## src/rtl/caltime_pkg.sv

```systemverilog
package caltime_pkg;
  localparam int YEAR_W = 6;

  localparam logic [7:0] OFS_CTRL = 8'h00;
  localparam logic [7:0] OFS_DATE = 8'h04;
  localparam logic [7:0] OFS_TIME = 8'h08;

  localparam int CTRL_TBUSY_BIT = 8;
  localparam int CTRL_DBUSY_BIT = 7;

  localparam int DT_DAY_LSB  = 0;
  localparam int DT_MON_LSB  = 8;
  localparam int DT_YEAR_LSB = 16;
  localparam int DT_LEAP_BIT = 22;

  localparam int TM_SEC_LSB = 0;
  localparam int TM_MIN_LSB = 8;
  localparam int TM_HR_LSB  = 16;

  typedef struct packed {
    logic [4:0] hr;
    logic [5:0] mn;
    logic [5:0] sc;
  } hms_t;

  typedef struct packed {
    logic              leap;
    logic [YEAR_W-1:0] yr;
    logic [3:0]        mo;
    logic [4:0]        dy;
  } ymd_t;

  localparam int HMS_W = $bits(hms_t);
  localparam int YMD_W = $bits(ymd_t);
endpackage

```

## src/rtl/caltime_shadow.sv

```systemverilog
module caltime_shadow #(
  parameter int W = 16
) (
  input  logic         clk,
  input  logic         rst_n,
  input  logic         wr_en,
  input  logic [W-1:0] wr_data,
  input  logic         tick,
  output logic [W-1:0] pend_data,
  output logic         busy,
  output logic         apply
);
  logic [W-1:0] pend_nxt;
  logic         busy_nxt;
  logic         reg_en;

  assign apply  = tick & busy;
  assign reg_en = wr_en | tick;

  always_comb begin
    pend_nxt = pend_data;
    busy_nxt = busy;
    if (wr_en) begin
      pend_nxt = wr_data;
      busy_nxt = 1'b1;
    end else if (tick) begin
      busy_nxt = 1'b0;
    end
  end

  always_ff @(posedge clk or negedge rst_n) begin
    if (!rst_n) begin
      pend_data <= '0;
      busy      <= 1'b0;
    end else if (reg_en) begin
      pend_data <= pend_nxt;
      busy      <= busy_nxt;
    end
  end

  AST_WRITE_SETS_BUSY: assert property (@(posedge clk) disable iff (!rst_n)
    wr_en |=> busy);
  AST_TICK_CLEARS_BUSY: assert property (@(posedge clk) disable iff (!rst_n)
    (tick && busy && !wr_en) |=> !busy);
  AST_REWRITE_KEEPS_LAST: assert property (@(posedge clk) disable iff (!rst_n)
    wr_en |=> (pend_data == $past(wr_data)));
endmodule

```

## src/rtl/caltime_clock.sv

```systemverilog
module caltime_clock
  import caltime_pkg::*;
(
  input  logic clk,
  input  logic rst_n,
  input  logic tick,
  input  logic load,
  input  hms_t load_val,
  output hms_t cur,
  output logic day_carry
);
  hms_t nxt;
  logic sec_end;
  logic min_end;
  logic hr_end;

  assign sec_end = (cur.sc == 6'd59);
  assign min_end = (cur.mn == 6'd59);
  assign hr_end  = (cur.hr == 5'd23);

  always_comb begin
    nxt       = cur;
    day_carry = 1'b0;
    if (load) begin
      nxt = load_val;
    end else if (tick) begin
      if (!sec_end) begin
        nxt.sc = cur.sc + 6'd1;
      end else begin
        nxt.sc = '0;
        if (!min_end) begin
          nxt.mn = cur.mn + 6'd1;
        end else begin
          nxt.mn = '0;
          if (!hr_end) begin
            nxt.hr = cur.hr + 5'd1;
          end else begin
            nxt.hr    = '0;
            day_carry = 1'b1;
          end
        end
      end
    end
  end

  always_ff @(posedge clk or negedge rst_n) begin
    if (!rst_n) begin
      cur <= '0;
    end else if (tick) begin
      cur <= nxt;
    end
  end

  AST_HOLD_NO_TICK: assert property (@(posedge clk) disable iff (!rst_n)
    !tick |=> $stable(cur));
  AST_SEC_WRAP: assert property (@(posedge clk) disable iff (!rst_n)
    (tick && !load && cur.sc == 6'd59) |=> (cur.sc == 6'd0));
  AST_SEC_STEP: assert property (@(posedge clk) disable iff (!rst_n)
    (tick && !load && cur.sc < 6'd59) |=> (cur.sc == $past(cur.sc) + 6'd1));
endmodule

```

## src/rtl/caltime_date.sv

```systemverilog
module caltime_date
  import caltime_pkg::*;
(
  input  logic clk,
  input  logic rst_n,
  input  logic adv,
  input  logic load,
  input  ymd_t load_val,
  output ymd_t cur
);
  ymd_t       nxt;
  logic [4:0] last_day;
  logic       reg_en;

  assign reg_en = adv | load;

  always_comb begin
    case (cur.mo)
      4'd2:                      last_day = cur.leap ? 5'd29 : 5'd28;
      4'd4, 4'd6, 4'd9, 4'd11:   last_day = 5'd30;
      default:                   last_day = 5'd31;
    endcase
  end

  always_comb begin
    nxt = cur;
    if (load) begin
      nxt = load_val;
    end else if (adv) begin
      if (cur.dy < last_day) begin
        nxt.dy = cur.dy + 5'd1;
      end else begin
        nxt.dy = 5'd1;
        if (cur.mo >= 4'd12) begin
          nxt.mo = 4'd1;
          nxt.yr = cur.yr + 1'b1;
        end else begin
          nxt.mo = cur.mo + 4'd1;
        end
      end
    end
  end

  always_ff @(posedge clk or negedge rst_n) begin
    if (!rst_n) begin
      cur.leap <= 1'b0;
      cur.yr   <= '0;
      cur.mo   <= 4'd1;
      cur.dy   <= 5'd1;
    end else if (reg_en) begin
      cur <= nxt;
    end
  end

  AST_FEB_LEAP_DAY: assert property (@(posedge clk) disable iff (!rst_n)
    (adv && !load && cur.mo == 4'd2 && cur.dy == 5'd28 && cur.leap) |=> (cur.dy == 5'd29));
  AST_FEB_PLAIN_END: assert property (@(posedge clk) disable iff (!rst_n)
    (adv && !load && cur.mo == 4'd2 && cur.dy == 5'd28 && !cur.leap) |=> (cur.mo == 4'd3 && cur.dy == 5'd1));
  AST_LEAP_KEPT: assert property (@(posedge clk) disable iff (!rst_n)
    (!load) |=> (cur.leap == $past(cur.leap)));
endmodule

```

## src/rtl/caltime_regs.sv

```systemverilog
module caltime_regs
  import caltime_pkg::*;
#(
  parameter int ADDR_W = 8,
  parameter int DATA_W = 32
) (
  input  logic              clk,
  input  logic              rst_n,
  input  logic              tick_1s,
  input  logic [ADDR_W-1:0] bus_addr,
  input  logic              bus_wen,
  input  logic [DATA_W-1:0] bus_wdata,
  output logic [DATA_W-1:0] bus_rdata
);
  logic [1:0] rst_pipe;
  logic       rst_core_n;

  always_ff @(posedge clk or negedge rst_n) begin
    if (!rst_n) begin
      rst_pipe <= 2'b00;
    end else begin
      rst_pipe <= {rst_pipe[0], 1'b1};
    end
  end
  assign rst_core_n = rst_pipe[1];

  logic sel_ctrl, sel_date, sel_time;
  assign sel_ctrl = (bus_addr == ADDR_W'(OFS_CTRL));
  assign sel_date = (bus_addr == ADDR_W'(OFS_DATE));
  assign sel_time = (bus_addr == ADDR_W'(OFS_TIME));

  hms_t wr_hms;
  ymd_t wr_ymd;
  always_comb begin
    wr_hms.hr   = bus_wdata[TM_HR_LSB +: 5];
    wr_hms.mn   = bus_wdata[TM_MIN_LSB +: 6];
    wr_hms.sc   = bus_wdata[TM_SEC_LSB +: 6];
    wr_ymd.leap = bus_wdata[DT_LEAP_BIT];
    wr_ymd.yr   = bus_wdata[DT_YEAR_LSB +: YEAR_W];
    wr_ymd.mo   = bus_wdata[DT_MON_LSB +: 4];
    wr_ymd.dy   = bus_wdata[DT_DAY_LSB +: 5];
  end

  logic [HMS_W-1:0] pend_t_bits;
  logic [YMD_W-1:0] pend_d_bits;
  logic busy_t, busy_d, apply_t, apply_d;

  caltime_shadow #(.W(HMS_W)) u_shadow_time (
    .clk(clk), .rst_n(rst_core_n), .wr_en(bus_wen & sel_time),
    .wr_data(wr_hms), .tick(tick_1s), .pend_data(pend_t_bits),
    .busy(busy_t), .apply(apply_t)
  );

  caltime_shadow #(.W(YMD_W)) u_shadow_date (
    .clk(clk), .rst_n(rst_core_n), .wr_en(bus_wen & sel_date),
    .wr_data(wr_ymd), .tick(tick_1s), .pend_data(pend_d_bits),
    .busy(busy_d), .apply(apply_d)
  );

  hms_t now_hms;
  ymd_t now_ymd;
  logic day_carry;

  caltime_clock u_clock (
    .clk(clk), .rst_n(rst_core_n), .tick(tick_1s), .load(apply_t),
    .load_val(hms_t'(pend_t_bits)), .cur(now_hms), .day_carry(day_carry)
  );

  caltime_date u_date (
    .clk(clk), .rst_n(rst_core_n), .adv(day_carry), .load(apply_d),
    .load_val(ymd_t'(pend_d_bits)), .cur(now_ymd)
  );

  always_comb begin
    bus_rdata = '0;
    if (sel_ctrl) begin
      bus_rdata[CTRL_TBUSY_BIT] = busy_t;
      bus_rdata[CTRL_DBUSY_BIT] = busy_d;
    end else if (sel_date) begin
      bus_rdata[DT_LEAP_BIT]            = now_ymd.leap;
      bus_rdata[DT_YEAR_LSB +: YEAR_W]  = now_ymd.yr;
      bus_rdata[DT_MON_LSB +: 4]        = now_ymd.mo;
      bus_rdata[DT_DAY_LSB +: 5]        = now_ymd.dy;
    end else if (sel_time) begin
      bus_rdata[TM_HR_LSB +: 5]  = now_hms.hr;
      bus_rdata[TM_MIN_LSB +: 6] = now_hms.mn;
      bus_rdata[TM_SEC_LSB +: 6] = now_hms.sc;
    end
  end

  AST_TIME_LOADS_PENDING: assert property (@(posedge clk) disable iff (!rst_core_n)
    (tick_1s && busy_t) |=> (now_hms == $past(pend_t_bits)));
  AST_DATE_LOADS_PENDING: assert property (@(posedge clk) disable iff (!rst_core_n)
    (tick_1s && busy_d) |=> (now_ymd == $past(pend_d_bits)));
  AST_WRITE_NOT_VISIBLE: assert property (@(posedge clk) disable iff (!rst_core_n)
    (bus_wen && sel_time && !tick_1s) |=> (now_hms == $past(now_hms)));
endmodule

```

## config.mk

```make
export PLATFORM = sky130hd
export DESIGN_NAME = caltime_regs
export DESIGN_NICKNAME = d
export VERILOG_FILES = /design/src/rtl/caltime_pkg.sv /design/src/rtl/caltime_shadow.sv /design/src/rtl/caltime_clock.sv /design/src/rtl/caltime_date.sv /design/src/rtl/caltime_regs.sv
export SDC_FILE = /design/constraint.sdc
export NUM_CORES = 1
export LEC_CHECK = 0
export BUFFER_PORTS_ARGS = -buffer_cell sky130_fd_sc_hd__buf_2
export CAP_MARGIN = 5
export CELL_PAD_IN_SITES_DETAIL_PLACEMENT = 0
export CELL_PAD_IN_SITES_GLOBAL_PLACEMENT = 1
export CORE_MARGIN = 5
export CORE_UTILIZATION = 44
export DETAILED_ROUTE_END_ITERATION = 8
export PLACE_DENSITY_LB_ADDON = 0.1
export SETUP_SLACK_MARGIN = 0.02
export SLEW_MARGIN = 20
export SYNTH_ARGS = -nofsm -noshare
export SYNTH_HDL_FRONTEND = slang
export SYNTH_HIERARCHICAL = 1
export SYNTH_SLANG_ARGS = --single-unit
```

## constraint.sdc

```tcl
create_clock -name clk -period 3 [get_ports clk]
set_clock_uncertainty 0.1 [all_clocks]
set_input_delay 0.6 -clock clk [delete_from_list [all_inputs] [get_ports clk]]
set_output_delay 0.6 -clock clk [all_outputs]
set_load 0.02 [all_outputs]
```

==> flow_summary.toml, run 1 <==
[floorplan]
effective_utilization_at_floorplan_pct = 45.44
die_h_um = 107.9
die_w_um = 107.9
core_area_um2 = 9284
num_rows = 35
design.die.area_um2 = 11650
boundaryPins = 76

[detailed_routing]
drt_first_pass_iters = 5
routed_via_density = 5.475
via_count = 3225
drt-wirelength-per-cell_um = 17.61
number_of_nets_with_antenna_violations_after_detailed_routing = 0
totalWireLength_mm = 10.37
detail_route.iter0.violations = 120
detail_route.drc_violations = 0

[sta]
rsz0062_at_grt = "false"
final_setup_vio_count = 0
worst_slew_margin_rel_pct = 52.98
period_needed_ns = 2.762
final-hold-violation-count = 0
fin_tns_setup_ns = 0
timing_max_transition_violations_final = 0
worst-slew-pin-transition_ns = 0.7053
period_share_pct = 92.05
fmaxAchievable_ghz = 0.3621

[layout]
layout.nets = 509
fin_util_pct = 50.90
layout.filler_cells = 910
layout_overhead_on_the_synthesized_area_pct = 12.01
insertedDiodeCount = 0
final_layout_size_suffix_gt1_share_pct = 32.83

[worst_hold_path]
worstHoldPathType = "reg2async"

[setup_path]
worst-path-buf-inv = 1
critPathLaunchType = "flop"
crit_cells = 11
crit_path_max_incr_delay_ns = 0.42
critPathArrivalTime_ns = 2.92
cp_cell_sequence = "ha_1 > and4b_1 > and2_1 > nand2_1 > nor3b_1 > buf_4 > and3_2 > nand2_1 > nor4_1 > a21oi_1 > o21ai_0"
timing_worst_setup_path_type = "reg2reg"
crit_top_cell = "nand2_1"
cpMaxStageDelayCell = "dfrtp_1"
setup.worst_path.end_class = "flop"
critPathTopFamily = "simple AND/OR/NAND/NOR gates"
r2r.worst_path.cells = 11
worst-r2r-setup-slack_ns = 0.24
worst-endpoint-required_ns = 3.16
crit_path_max_fanout = 7

[pwr]
power.ir.vdd_worst_v = 0.0003734
p_leak_nw = 2.216
cellPowerDensity_nw_per_um2 = 464.2
post-layout-total-power_w = 0.002194

[global_route]
antenna_violations_before_repair = 0
grt_pass1_vias = 3216
globalRouteOverflowTotal = 0
maximum_number_of_pins_on_one_net_before_global_route_repair = 37
grtUsageTotal_pct = 18.61
grt_first_pass_wirelength_mm = 16.88

[yosys]
synth_edf_count = 0
yosys_warnings = 6
synth-async-reset-ratio_pct = 100.0
synth_top_cell_by_area = "dfrtp_1"
netlist_top_cells_area = "dfrtp_1 (40%), mux2_4 (6.8%), mux2_2 (4.5%)"
ys_seq_elements = 70
yosys_most_used_dff = "dfrtp_1"
post-synth-top-area-fraction_pct = 40.33
syn_area_per_cell_um2 = 10.57
netlist-cell-type-count = 71
sequential_to_total_area_share_from_yosys_stat_pct = 41.58
postSynthCellCount = 399
synth.cell_area_um2 = 4219

[clock_tree]
htree_levels = 3
cts_sinks = 70
tritoncts_clock_tree = "yes"
cts_max_path_bufs = 2
numCtsBuffers = 9
clk-insertion-delay-late_ns = 0.35
cts-root-buf = "clkbuf_8"
clk_pin_slew_worst_setup_hold_paths_ns = 0.08

[status]
outcome = "finished, final reports clean"

[place]
port-buffer-count = 50
post-dp-hpwl_mm = 7.555
gp_congestion = 0.7956

[run]
max_cap_violations = 0
## synth_stat cells (all sizes together), types with 2 or more instances
cell type  number
a21oi          11
mux2           36
nor2           29
a221oi          4
nor2b           8
and3           13
a41oi           3
o31ai           8
ha             10
nand3          19
and2            4
nor4            4
nand3b          2
a31oi           5
nand4           4
a21o            6
nand2          26
clkbuf          8
conb            2
inv            11
and2b           2
o2111ai         3
a221o           3
mux2i           4
nand4b          4
nor3            7
dfstp           2
buf            28
o21ai          17
and4b           2
dfrtp          68
or2             2
a22oi          20
nand2b          4
nor3b           4
## area by class of cell
cell class	count	area, µm²	share of cell area, %
clock buffers	9	123.9	2.621
repair buffers	70	415.4	8.790
inverters	11	41.29	0.8737
flip-flops and latches	70	1757	37.17
clock inverters	7	48.80	1.033
multi-input cells	293	2178	46.09
well taps	129	161.4	3.415
## logic make-up after synthesis
kind of cell	share of synthesized area, %
compound gates	16.99
fa+ha+maj	2.966
buf+inv	7.799
mux	12.25
flops	41.58
simple gates	18.24
other cells	0.1780
## cell usage in the layout, fill, tap and decap left out, types with 13 or more instances in the layout
master / instances
dfrtp_1: 66
mux2_2: 17
a22oi_1: 15
nor2_1: 28
conb_1: 13
nand2_1: 24
mux2_4: 19
buf_2: 50
nand3_1: 18
o21ai_0: 13
buf_4: 18
## routing by layer
metal  GRT usage [%]  vias to the layer above  part of all wire [%]
met5               0                        -                     0
li1                -                     1558                     -
met4           5.410                        0                   1.3
met3           4.619                       11                   4.8
met1           24.59                     1582                    47
met2           30.28                       74                    47
## metrics by stage
step                      hold WS [ns]  cells  setup WS [ns]  area, µm²
after floorplan                 0.2044    410         0.3419       4260
after global placement          0.2108    568         0.1487       4511
after detailed placement        0.2038    568         0.1179       4511
after CTS                       0.2052    585        0.09677       4693
after global routing            0.2552    589        0.07307       4726
final                           0.1856    589         0.2385       4726
## registers in the layout, summed over array words and instances, names as in the netlist
register and count:
u_date/cur 16, u_shadow_date/busy 1, u_shadow_time/pend_data 17, rst_pipe 2, u_clock/cur 17, u_shadow_date/pend_data 16
u_shadow_time/busy 1
## report_power, final
group	internal [W]	leakage (nW)	switching, W	total (W)
combinational	0.000183	1.24	0.000197	0.000380
sequential	0.00102	0.885	0.000113	0.00113
clock	0.000301	0.0894	0.000379	0.000679
total	0.00151	2.22	0.000689	0.00219
## worst register-to-register path, stage by stage, from the launching register on
cell and delay (ns):
dfrtp_1 0.42, ha_1 0.25, and4b_1 0.30, and2_1 0.23, nand2_1 0.07, nor3b_1 0.23
buf_4 0.20, and3_2 0.26, nand2_1 0.12, nor4_1 0.25, a21oi_1 0.06, o21ai_0 0.20
## worst paths after layout
check | from | endpoint
min reg2reg | rst_pipe[1]$_DFF_PN0_ | u_clock/cur[14]$_DFFE_PN0P_
max reg2reg | u_clock/cur[1]$_DFFE_PN0P_ | u_date/cur[13]$_DFFE_PN0P_
max | u_clock/cur[1]$_DFFE_PN0P_ | u_date/cur[13]$_DFFE_PN0P_
min in group clk | rst_pipe[0]$_DFF_PN0_ | rst_pipe[1]$_DFF_PN0_
max in group asynchronous | rst_pipe[1]$_DFF_PN0_ | u_date/cur[0]$_DFFE_PN1N_
min | rst_pipe[1]$_DFF_PN0_ | u_clock/cur[14]$_DFFE_PN0P_
## what timing repair did
item / 4_1_cts / 5_1_grt
setup buffers: 0 / 4
endpoints found under the hold margin: 2 / 0
setup endpoints to repair: 0 / 4
gates resized for setup: 0 / 2
hold buffers: 1 / 0
Power figures use the tool's default switching activity.
==> inputs of run 2 (changes only) <==
--- a/config.mk
+++ b/config.mk
@@ -6,4 +6,5 @@
 export NUM_CORES = 1
 export LEC_CHECK = 0
+export ABC_AREA = 1
 export BUFFER_PORTS_ARGS = -buffer_cell sky130_fd_sc_hd__buf_2
 export CAP_MARGIN = 5
@@ -11,5 +12,5 @@
 export CELL_PAD_IN_SITES_GLOBAL_PLACEMENT = 1
 export CORE_MARGIN = 5
-export CORE_UTILIZATION = 44
+export CORE_UTILIZATION = 41
 export DETAILED_ROUTE_END_ITERATION = 8
 export PLACE_DENSITY_LB_ADDON = 0.1
==> constraint.sdc (replaced) <==
create_clock -name clk -period 3 [get_ports clk]
set_clock_uncertainty 0.1 [all_clocks]
set_input_delay 0.15 -clock clk [delete_from_list [all_inputs] [get_ports clk]]
set_output_delay 0.15 -clock clk [all_outputs]
set_load 0.05 [all_outputs]
==> run 2 against run 1 <==
Register-to-register slack improved by 0.40 ns. Critical path type unchanged. Largest cell class unchanged. Critical path depth is 1 lower. Count of clock-buffer cells in the layout increased by 6. Synthesized cell count is 41% higher. Critical endpoint is now u_date/cur[8]$_DFFE_PN0P_. Cell count rose by 32%. Utilization shrank 2.8 points. Worst hold slack worse by 0.13 ns.
==> flow_summary.toml, run 2 <==
[global_route]
globalRouteOverflowTotal = 0
grtUsageTotal_pct = 18.36
antenna_violations_before_repair = 0
grt_pass1_vias = 3539
maximum_number_of_pins_on_one_net_before_global_route_repair = 30
grt_first_pass_wirelength_mm = 18.24

[sta]
final-hold-violation-count = 0
timing_max_transition_violations_final = 0
worst-slew-pin-transition_ns = 0.6495
fmaxAchievable_ghz = 0.4234
period_share_pct = 78.73
final_setup_vio_count = 0
fin_tns_setup_ns = 0
period_needed_ns = 2.362
worst_slew_margin_rel_pct = 56.54
rsz0062_at_grt = "false"

[layout]
final_layout_size_suffix_gt1_share_pct = 16.43
layout_commonest_cell = "nand2_1"
layout_common_cells = "nand2_1 (237), dfrtp_1 (67), nand3_1 (53)"
layout_overhead_on_the_synthesized_area_pct = 15.88
layout.filler_cells = 1042
final_design_area_no_fill_um2 = 4895
layout.nets = 688
insertedDiodeCount = 0
reg_top3 = "u_clock/cur (17), u_shadow_time/pend_data (17)"

[floorplan]
num_rows = 37
die_h_um = 111.5
die_w_um = 111.5
core_area_um2 = 10180
effective_utilization_at_floorplan_pct = 41.47
design.die.area_um2 = 12430
boundaryPins = 76

[yosys]
synth_commonest_cells = "nand2_1 (237), dfrtp_1 (68), nand3_1 (53)"
synth_top_cell_by_area = "dfrtp_1"
yosys_warnings = 6
syn_area_per_cell_um2 = 7.503
postSynthCellCount = 563
post-synth-top-area-fraction_pct = 40.28
ys_seq_elements = 70
sequential_to_total_area_share_from_yosys_stat_pct = 41.53
synth-async-reset-ratio_pct = 100.0
netlist_top_cells_area = "dfrtp_1 (40%), nand2_1 (21%), nand3_1 (6.3%)"
synth_edf_count = 0
netlist-cell-type-count = 40
post-synth-top-count-cell = "nand2_1"
synth.cell_area_um2 = 4224
yosys_most_used_dff = "dfrtp_1"

[setup_path]
crit_path_max_fanout = 10
setup.worst_path.end_class = "flop"
worst-endpoint-required_ns = 3.14
critical_path.reg2reg.endpoint = "u_date/cur[8]$_DFFE_PN0P_"
worst-r2r-setup-slack_ns = 0.64
timing_worst_setup_path_type = "reg2reg"
r2r.worst_path.cells = 10
critPathLaunchType = "flop"
critPathArrivalTime_ns = 2.50
launch_instance_of_the_worst_register_to_register_path = "u_clock/cur[7]$_DFFE_PN0P_"

[pwr]
cellPowerDensity_nw_per_um2 = 471.1
pwr-share-clk_pct = 31.5
power_frac_comb_pct = 19.0
p_leak_nw = 2.691
cellInternalPower_w = 0.001570
reg_power_share_pct = 49.6
switching_share_pct = 31.91
power.ir.vdd_worst_v = 0.0001926
switching_power_w = 0.0007357

[clock_tree]
cts_sinks = 70
cts_max_path_bufs = 2
clk-insertion-delay-late_ns = 0.36
htree_levels = 3
ctsResizeCount = 0
clk_pin_slew_worst_setup_hold_paths_ns = 0.08
cts-root-buf = "clkbuf_8"
tritoncts_clock_tree = "yes"
numCtsBuffers = 9

[detailed_routing]
detail_route.iter0.violations = 148
via_count = 3690
totalWireLength_mm = 11.03
drt_first_pass_iters = 4
drt-wirelength-per-cell_um = 14.23
routed_via_density = 4.761
detail_route.drc_violations = 0
number_of_nets_with_antenna_violations_after_detailed_routing = 0

[worst_hold_path]
worstHoldPathType = "reg2async"

[place]
port-buffer-count = 50
postPlaceCellArea_um2 = 4503
post-dp-hpwl_mm = 7.928
gp_congestion = 0.8668

[run]
max_cap_violations = 0

[status]
outcome = "finished, final reports clean"
run 2: changes by cell type after synthesis, sizes merged, moves of 5 or more:
| cell | previous run | this run |
|---|---|---|
| nand2 | 26 | 250 |
| mux2 | 36 | 0 |
| nand3 | 19 | 55 |
| inv | 11 | 41 |
| a22oi | 20 | 4 |
| and3 | 13 | 0 |
| nor2b | 8 | 0 |
| o31ai | 8 | 0 |
| xnor2 | 0 | 7 |
| a21o | 6 | 0 |
| o21ai | 17 | 23 |
| a21oi | 11 | 16 |
| nand4 | 4 | 9 |
run 2: cell type report:
| type | instances | area (µm²) | share of cell area, % |
|---|---|---|---|
| multi-input cells | 432 | 2093 | 42.77 |
| well taps | 136 | 170.2 | 3.476 |
| clock buffers | 15 | 176.4 | 3.604 |
| inverters | 42 | 173.9 | 3.553 |
| clock inverters | 1 | 5.005 | 0.1022 |
| repair buffers | 79 | 520.5 | 10.63 |
| flip-flops and latches | 70 | 1755 | 35.86 |
run 2: how the worst max path moves through the flow:
stage                                 end  slack [ns]                        from  cells past startpoint
6_report        u_date/cur[8]$_DFFE_PN0P_        0.64  u_clock/cur[7]$_DFFE_PN0P_                     10
5_1_grt         u_date/cur[6]$_DFFE_PN0P_        0.48  u_clock/cur[6]$_DFFE_PN0P_                     10
4_1_cts         u_date/cur[7]$_DFFE_PN0P_        0.68  u_clock/cur[7]$_DFFE_PN0P_                     10
3_5_place_dp    u_date/cur[7]$_DFFE_PN0P_        0.69  u_clock/cur[7]$_DFFE_PN0P_                     10
3_3_place_gp    u_date/cur[8]$_DFFE_PN0P_        0.73  u_clock/cur[7]$_DFFE_PN0P_                     10
2_1_floorplan  u_clock/cur[0]$_DFFE_PN0P_        0.81       rst_pipe[1]$_DFF_PN0_                      0
run 2: metal layers:
layer / GRT usage, % / vias to the layer above / wire, µm
li1: - / 1917 / -
met5: 0 / - / 0
met3: 2.772 / 19 / 351
met2: 29.11 / 63 / 5152
met1: 25.31 / 1691 / 5311
met4: 7.218 / 0 / 214
run 2: power groups by stage:
stage	clock [W]	combinational [W]	sequential [W]
floorplan	0	0.000329	0.00114
global placement	0	0.000399	0.00116
detailed placement	0	0.000414	0.00116
CTS	0.000752	0.000438	0.00114
global route	0.000798	0.000502	0.00116
finish	0.000725	0.000437	0.00114
run 2: cell families after synthesis:
group                    Yosys count  synth area share [%]
XOR/XNOR                           9                 1.866
AO/OA/AOI/OAI                     49                 7.080
AND/OR/NAND/NOR                  351                 36.49
buffers and inverters             72                 9.893
adder cells (fa/ha/maj)           10                 2.962
other                              2                0.1778
flip-flops                        70                 41.53
run 2: critical path: stages, from the launching register on:
cell	delay, ns
dfrtp_1	0.42
ha_1	0.26
nand2_1	0.09
nor2_2	0.20
inv_1	0.06
nor3_1	0.49
nor2_4	0.14
inv_2	0.22
nand2_2	0.13
nand2_1	0.07
o21ai_1	0.06
run 2: stage by stage:
stage	std cells	util, %	hold slack, ns	total power [W]	setup slack, ns
floorplan	574	-	-0.2456	0.001465	0.8099
detailed placement	738	44.21	-0.1627	0.001572	0.6945
finish	775	48.06	0.05731	0.002306	0.6380
global placement	738	44.21	-0.1655	0.001554	0.7332
CTS	775	48.06	0.07309	0.002333	0.6810
global route	775	48.06	0.09212	0.002459	0.4775
run 2: what timing repair did:
action | in CTS | in global routing
hold buffers | 21 | 0
setup buffers | 0 | 0
setup endpoints to repair | 0 | 0
endpoints found under the hold margin | 35 | 0
